**config.mk**
```make
export PLATFORM = sky130hd
export DESIGN_NAME = hbp_port
export DESIGN_NICKNAME = d
export VERILOG_FILES = /design/src/rtl/hbp_pkg.sv /design/src/rtl/hbp_sync.sv /design/src/rtl/hbp_ctrl.sv /design/src/rtl/hbp_regs.sv /design/src/rtl/hbp_port.sv
export SDC_FILE = /design/constraint.sdc
export NUM_CORES = 1
export LEC_CHECK = 0
export ABC_AREA = 1
export BUFFER_PORTS_ARGS = -buffer_cell sky130_fd_sc_hd__buf_2
export CAP_MARGIN = 20
export CORE_ASPECT_RATIO = 1.4
export CORE_MARGIN = 5
export CORE_UTILIZATION = 30
export CTS_BUF_LIST = sky130_fd_sc_hd__clkbuf_4 sky130_fd_sc_hd__clkbuf_8 sky130_fd_sc_hd__clkbuf_16
export CTS_CLUSTER_DIAMETER = 40
export DETAILED_ROUTE_END_ITERATION = 7
export GPL_ROUTABILITY_DRIVEN = 0
export GPL_TIMING_DRIVEN = 0
export PLACE_DENSITY_LB_ADDON = 0.2
export SYNTH_ARGS = -nofsm -noshare
export SYNTH_HDL_FRONTEND = slang
export SYNTH_SLANG_ARGS = --single-unit
```
**constraint.sdc**
```tcl
create_clock -name clk -period 1.2 [get_ports clk]
set_input_delay 0.12 -clock clk [delete_from_list [all_inputs] [get_ports clk]]
set_output_delay 0.12 -clock clk [all_outputs]
set_load 0.01 [all_outputs]
```
**src/rtl/hbp_pkg.sv**
```systemverilog
package hbp_pkg;

    typedef enum logic {
        HB_IDLE = 1'b0,
        HB_BUSY = 1'b1
    } hb_state_e;

endpackage

```
**src/rtl/hbp_sync.sv**
```systemverilog
module hbp_sync #(
    parameter int W      = 8,
    parameter int STAGES = 2
) (
    input  logic         clk,
    input  logic         rst_n,
    input  logic [W-1:0] async_i,
    output logic [W-1:0] sync_o
);
    logic [W-1:0] stage_d [STAGES];
    logic [W-1:0] stage_q [STAGES];

    for (genvar s = 0; s < STAGES; s++) begin : g_stage
        if (s == 0) begin : g_first
            assign stage_d[s] = async_i;
        end else begin : g_next
            assign stage_d[s] = stage_q[s-1];
        end

        always_ff @(posedge clk or negedge rst_n) begin
            if (!rst_n) begin
                stage_q[s] <= '0;
            end else begin
                stage_q[s] <= stage_d[s];
            end
        end
    end

    assign sync_o = stage_q[STAGES-1];
endmodule

```
**src/rtl/hbp_ctrl.sv**
```systemverilog
module hbp_ctrl
    import hbp_pkg::*;
#(
    parameter int DW    = 16,
    parameter int IDX_W = 3
) (
    input  logic             clk,
    input  logic             rst_n,
    input  logic             ale_s,
    input  logic             rnw_s,
    input  logic             ds_s,
    input  logic             cs_s,
    input  logic [DW-1:0]    ad_s,
    output logic [IDX_W-1:0] idx_o,
    output logic             ack_o,
    output logic             oe_o,
    output logic             hwe_o,
    output logic [DW-1:0]    hdata_o
);
    typedef struct packed {
        hb_state_e        state;
        logic             ale_prev;
        logic [IDX_W-1:0] idx;
        logic             ack;
        logic             rd;
        logic             hwe;
        logic [DW-1:0]    hdata;
    } ctrl_t;

    ctrl_t st_d, st_q;
    logic  strobe;
    logic  ale_fall;

    assign strobe   = ds_s & cs_s;
    assign ale_fall = st_q.ale_prev & ~ale_s;

    always_comb begin
        st_d          = st_q;
        st_d.hwe      = 1'b0;
        st_d.ale_prev = ale_s;
        if (ale_fall) begin
            st_d.idx = ad_s[IDX_W-1:0];
        end
        unique case (st_q.state)
            HB_IDLE: begin
                if (strobe) begin
                    st_d.state = HB_BUSY;
                    st_d.ack   = 1'b1;
                    st_d.rd    = rnw_s;
                end
            end
            HB_BUSY: begin
                if (!strobe) begin
                    st_d.state = HB_IDLE;
                    st_d.ack   = 1'b0;
                    if (!st_q.rd) begin
                        st_d.hwe   = 1'b1;
                        st_d.hdata = ad_s;
                    end
                end
            end
            default: st_d.state = HB_IDLE;
        endcase
    end

    always_ff @(posedge clk or negedge rst_n) begin
        if (!rst_n) begin
            st_q <= '{state: HB_IDLE, ale_prev: 1'b0, idx: '0, ack: 1'b0,
                      rd: 1'b0, hwe: 1'b0, hdata: '0};
        end else begin
            st_q <= st_d;
        end
    end

    assign idx_o   = st_q.idx;
    assign ack_o   = st_q.ack;
    assign oe_o    = st_q.ack & st_q.rd;
    assign hwe_o   = st_q.hwe;
    assign hdata_o = st_q.hdata;

    logic [IDX_W-1:0] idx_q;
    logic             ack_q;
    logic             hwe_q;
    assign idx_q = st_q.idx;
    assign ack_q = st_q.ack;
    assign hwe_q = st_q.hwe;

    // acknowledge only rises in answer to both strobes
    assert_ack_needs_strobe_R4: assert property (@(posedge clk) disable iff (!rst_n)
        $rose(ack_q) |-> $past(strobe));

    // acknowledge only falls once the strobes have ended
    assert_ack_release_R7: assert property (@(posedge clk) disable iff (!rst_n)
        $fell(ack_q) |-> !$past(strobe));

    // latched index only moves after a latch-strobe falling edge
    assert_idx_hold_R2: assert property (@(posedge clk) disable iff (!rst_n)
        !$stable(idx_q) |-> $past(ale_fall));

    // one commit per host write, never while acknowledging
    assert_single_commit_R6: assert property (@(posedge clk) disable iff (!rst_n)
        hwe_q |=> !hwe_q && !ack_q);
endmodule

```
**src/rtl/hbp_regs.sv**
```systemverilog
module hbp_regs #(
    parameter int DW    = 16,
    parameter int NREG  = 8,
    parameter int IDX_W = 3
) (
    input  logic             clk,
    input  logic             rst_n,
    input  logic             hwe_i,
    input  logic [IDX_W-1:0] hidx_i,
    input  logic [DW-1:0]    hdata_i,
    input  logic             cwe_i,
    input  logic [IDX_W-1:0] cidx_i,
    input  logic [DW-1:0]    cdata_i,
    output logic [DW-1:0]    hrd_o,
    output logic [DW-1:0]    crd_o
);
    logic [DW-1:0] regs_d [NREG];
    logic [DW-1:0] regs_q [NREG];

    for (genvar r = 0; r < NREG; r++) begin : g_reg
        logic host_hit;
        logic core_hit;
        assign host_hit = hwe_i && (hidx_i == IDX_W'(r));
        assign core_hit = cwe_i && (cidx_i == IDX_W'(r));
        assign regs_d[r] = host_hit ? hdata_i :
                           core_hit ? cdata_i : regs_q[r];

        always_ff @(posedge clk or negedge rst_n) begin
            if (!rst_n) begin
                regs_q[r] <= '0;
            end else begin
                regs_q[r] <= regs_d[r];
            end
        end
    end

    assign hrd_o = regs_q[hidx_i];
    assign crd_o = regs_q[cidx_i];

    // host data wins a same-register collision
    assert_host_priority_R9: assert property (@(posedge clk) disable iff (!rst_n)
        (hwe_i && cwe_i && hidx_i == cidx_i) |=> regs_q[$past(hidx_i)] == $past(hdata_i));

    // a lone core write lands
    assert_core_write_R8: assert property (@(posedge clk) disable iff (!rst_n)
        (cwe_i && !(hwe_i && hidx_i == cidx_i)) |=> regs_q[$past(cidx_i)] == $past(cdata_i));
endmodule

```
**src/rtl/hbp_port.sv**
```systemverilog
module hbp_port #(
    parameter int DW    = 16,
    parameter int NREG  = 8,
    parameter int IDX_W = $clog2(NREG)
) (
    input  logic             clk,
    input  logic             rst_n,
    input  logic             host_ale_i,
    input  logic             host_rnw_i,
    input  logic             host_ds_i,
    input  logic             host_cs_i,
    input  logic [DW-1:0]    host_ad_i,
    output logic [DW-1:0]    host_ad_o,
    output logic             host_ad_oe_o,
    output logic             host_ack_o,
    input  logic             core_we_i,
    input  logic [IDX_W-1:0] core_idx_i,
    input  logic [DW-1:0]    core_wdata_i,
    output logic [DW-1:0]    core_rdata_o
);
    localparam int BW = DW + 4;

    logic [BW-1:0]    bundle_raw;
    logic [BW-1:0]    bundle_s;
    logic             ale_s, rnw_s, ds_s, cs_s;
    logic [DW-1:0]    ad_s;
    logic [IDX_W-1:0] hidx;
    logic             hwe;
    logic [DW-1:0]    hdata;

    assign bundle_raw = {host_ale_i, host_rnw_i, host_ds_i, host_cs_i, host_ad_i};

    hbp_sync #(.W(BW), .STAGES(2)) i_sync (
        .clk     (clk),
        .rst_n   (rst_n),
        .async_i (bundle_raw),
        .sync_o  (bundle_s)
    );

    assign {ale_s, rnw_s, ds_s, cs_s, ad_s} = bundle_s;

    hbp_ctrl #(.DW(DW), .IDX_W(IDX_W)) i_ctrl (
        .clk     (clk),
        .rst_n   (rst_n),
        .ale_s   (ale_s),
        .rnw_s   (rnw_s),
        .ds_s    (ds_s),
        .cs_s    (cs_s),
        .ad_s    (ad_s),
        .idx_o   (hidx),
        .ack_o   (host_ack_o),
        .oe_o    (host_ad_oe_o),
        .hwe_o   (hwe),
        .hdata_o (hdata)
    );

    hbp_regs #(.DW(DW), .NREG(NREG), .IDX_W(IDX_W)) i_regs (
        .clk     (clk),
        .rst_n   (rst_n),
        .hwe_i   (hwe),
        .hidx_i  (hidx),
        .hdata_i (hdata),
        .cwe_i   (core_we_i),
        .cidx_i  (core_idx_i),
        .cdata_i (core_wdata_i),
        .hrd_o   (host_ad_o),
        .crd_o   (core_rdata_o)
    );
endmodule

```
==> qor.txt <==
Status: complete, but fails checks
Failing checks: hold timing, setup timing
All-Layer GR Usage: 23.69%
Via density: 5.295
Min Tclk post-route: 2.023 ns
Final std cells w/o fill: 2363
Post-synthesis async set-or-reset flop share: 100.0%
HPWL Detailed: 35190 um
Synth-to-Final Area Change: 55.38%
Crit path cell chain: buf_6 > clkinv_8 > clkbuf_16 > clkbuf_16 > nand2_1 > nand2_1 > nand2_1 > nand2_1 > nand2_1 > nand2_2 > buf_6
Post-layout util: 46.85%
Static leakage: 8.790 nW
Yosys reg bits: 192
Area leader, netlist: dfrtp_1
CTS Buf Count: 17
Post-synthesis cell count: 1668
Synth cell types: 21
Worst endpoint required time: 1.08 ns
Worst Max-Slew Pin Slew: 0.9936 ns
Setup WS post-layout: -0.8230 ns
Pin count of the biggest net entering global routing: 109
Number of buffer cells added on primary ports: 62
DR vias: 12510
Worst skew pair latency: 0.48 ns
CP Capture Type: output port
Area of the mapped netlist: 10990 um2
Hold-fix buffers, CTS: 21
Share of post-route cells with drive strength above 1: 37.01%
CTS Buffer Depth: 2
Synth top area share: 43.71%
Final ANT Viol Nets: 0
Largest cells by area after synthesis: dfrtp_1 44%, nand2_1 31%, nand3_1 16%
DRC: 0
Die X-Extent: 171.8 um
Power consumption: 24.72 mW
Slew Viols, Final: 0
Setup violations, final: 161
Most frequent CP cell: nand2_1
Critical Path AT: 1.90 ns
Hold Crit Class: in2async
FF-to-FF Start: i_ctrl.idx_o[0]$_DFFE_PN0P_
Post-route clock period utilization: 168.6%
Synth Warn #: 0
Syn Nets: 1711
Die ar.: 40620 um2
Detailed Route Iter0 Violations: 1149
Core Region: 36450 um2
Count leader, synth: nand2_1
Initial antenna violation count: 2
Wirelength, routed: 52810 um
Grt ovf: 0
Relative slew margins: 33.76%
Die height: 236.5 um
CTS Root Cell: clkbuf_16
Vias in the first global route: 11730
Top_reg_cell synth: dfrtp_1
First-pass detailed-route iteration total: 6
Rows: 83
Critical path's slowest cell: dfrtp_1
Cells after DPL: 2198
Post-synthesis sequential area ratio: 43.71%
Hold_ws: -0.2854 ns
Reg2reg end: i_regs.regs_q[62]$_DFFE_PN0P_
Post-synth EDFFs: 0
Fillers: 3487
Crit start category: flop
Pwr dens: 1447 nW/um2
Ports: 76
Number of max-cap violations: 0
Setup_tns: -94.11 ns
RSZ-0062 raised after global routing: true
Worst stage delay on the critical path: 0.35 ns
Post-DR wirelength/cell: 22.35 um
First-pass GRT wire length: 71840 um
Final net count: 1924
Max frequency: 494.3 MHz
Final Hold Fails: 107
Clock Skew: 0.01136 ns
Class of the most critical setup path: reg2out
CTS tree: built
Worst Path Max Fanout: 5
Peak supply drop: 0.0007570 V
Clock-pin slew on the worst setup and hold paths: 0.09 ns
Initial Util: 30.15%
Reg2Reg Depth: 11
Syn Area/Cell: 6.590 um2
R2R Setup Slk: -0.72 ns
H-tree Lvls: 4
Clock sink total: 192
List of most frequent post-synthesis cells: 922 x nand2_1, 344 x nand3_1, 192 x dfrtp_1, 61 x buf_2, 35 x inv_1
state kept, by name, summed over array words and instances (netlist names):
register	cells
i_ctrl.hwe_o	1
i_sync.sync_o	20
i_regs.regs_q	128
i_ctrl.ack_o	1
i_sync.stage_d	20
i_ctrl.hdata_o	16
i_ctrl.st_q	3
i_ctrl.idx_o	3
per-stage QoR:
step | hold slack [ns] | worst slack (ns) | instance area [um2]
finish | -0.2854 | -0.8230 | 17080
global route | -0.2236 | -0.8842 | 17080
CTS | -0.2469 | -0.8246 | 14650
detailed placement | 0.2293 | -0.6808 | 12180
global placement | 0.2295 | -3.531 | 12140
floorplan | -0.1756 | -0.06494 | 11250
placed cells by master (no fill, tap or decap), types with 10 or more instances in the layout:
cell type / netlist / final
nand2_1: 922 / 797
nand3_2: 0 / 209
dfrtp_1: 192 / 187
nand3_1: 344 / 111
nand2_2: 8 / 92
buf_4: 8 / 71
buf_2: 61 / 60
buf_6: 0 / 49
clkbuf_16: 0 / 37
nand2_4: 1 / 34
inv_1: 35 / 30
buf_8: 0 / 24
nand3_4: 0 / 24
dlygate4sd3_1: 0 / 21
buf_12: 0 / 19
clkbuf_1: 34 / 15
o21ai_0: 12 / 12
buf_16: 0 / 10
nand2_8: 0 / 10
power by group:
part           internal [mW]  switching [mW]  total, mW  leakage (nW)
combinational           4.05            5.00       9.05          6.16
sequential              7.87            1.59       9.46          2.33
clock                   2.91            3.30       6.21         0.301
total                   14.8            9.89       24.7          8.79
worst max-delay path: cells and delay by family, from the launching register on:
kind,cells,cell delay [ns]
buf+inv,5,0.72
flops,1,0.35
simple gates,6,0.37
cell families (layout without fill, tap and decap cells):
| family | after synthesis | in the layout | share of synthesized area [%] |
|---|---|---|---|
| adders and majority gates | 1 | 1 | 0.1138 |
| muxes | 1 | 1 | 0.1024 |
| and+or+nand+nor | 1298 | 1300 | 48.95 |
| other | 0 | 2 | 0 |
| AOI/OAI and AO/OA | 12 | 12 | 0.5464 |
| buffers and inverters | 164 | 388 | 6.579 |
| DFF | 192 | 192 | 43.71 |
area by class of cell:
type | instances | area, um2 | area share [%]
Clock inverter | 15 | 202.7 | 1.187
Multi-Input combinational cell | 1314 | 7495 | 43.88
Tap cell | 467 | 584.3 | 3.421
Antenna cell | 2 | 5.005 | 0.02930
Buffer | 115 | 1135 | 6.645
Timing Repair Buffer | 194 | 2158 | 12.64
Sequential cell | 192 | 4811 | 28.17
Inverter | 47 | 262.8 | 1.538
Clock buffer | 17 | 425.4 | 2.491
layer usage:
metal | share of wire [%] | wire [um] | vias to the layer above | track usage [%]
met5 | 0 | 0 | - | 0
met4 | 9.7 | 5138 | 0 | 15.42
met3 | 5.6 | 2973 | 266 | 3.156
met1 | 34 | 17890 | 5886 | 25.69
li1 | - | - | 5699 | -
met2 | 51 | 26810 | 662 | 42.47
how the worst max path moves through the flow:
| stage | endpoint | from | cells after the start | slack, ns |
|---|---|---|---|---|
| after floorplan | host_ad_o[13] | i_ctrl.idx_o[0]$_DFFE_PN0P_ | 10 | -0.06 |
| after global placement | i_regs.regs_q[94]$_DFFE_PN0P_ | rst_n | 1 | -3.53 |
| after detailed placement | host_ad_o[10] | i_ctrl.idx_o[2]$_DFFE_PN0P_ | 6 | -0.68 |
| after CTS | host_ad_o[9] | i_ctrl.idx_o[0]$_DFFE_PN0P_ | 10 | -0.82 |
| after global routing | host_ad_o[8] | i_ctrl.idx_o[0]$_DFFE_PN0P_ | 11 | -0.88 |
| final | host_ad_o[6] | i_ctrl.idx_o[0]$_DFFE_PN0P_ | 11 | -0.82 |
repair_timing:
action / in CTS / in global routing
cloned: 15 / 16
endpoints found under the setup margin: 180 / 179
pin swaps: 91 / 182
endpoints found under the hold margin: 130 / 107
buffers inserted: 37 / 47
gates resized for setup: 248 / 404
No activity file was read; power rests on OpenSTA's default activity.
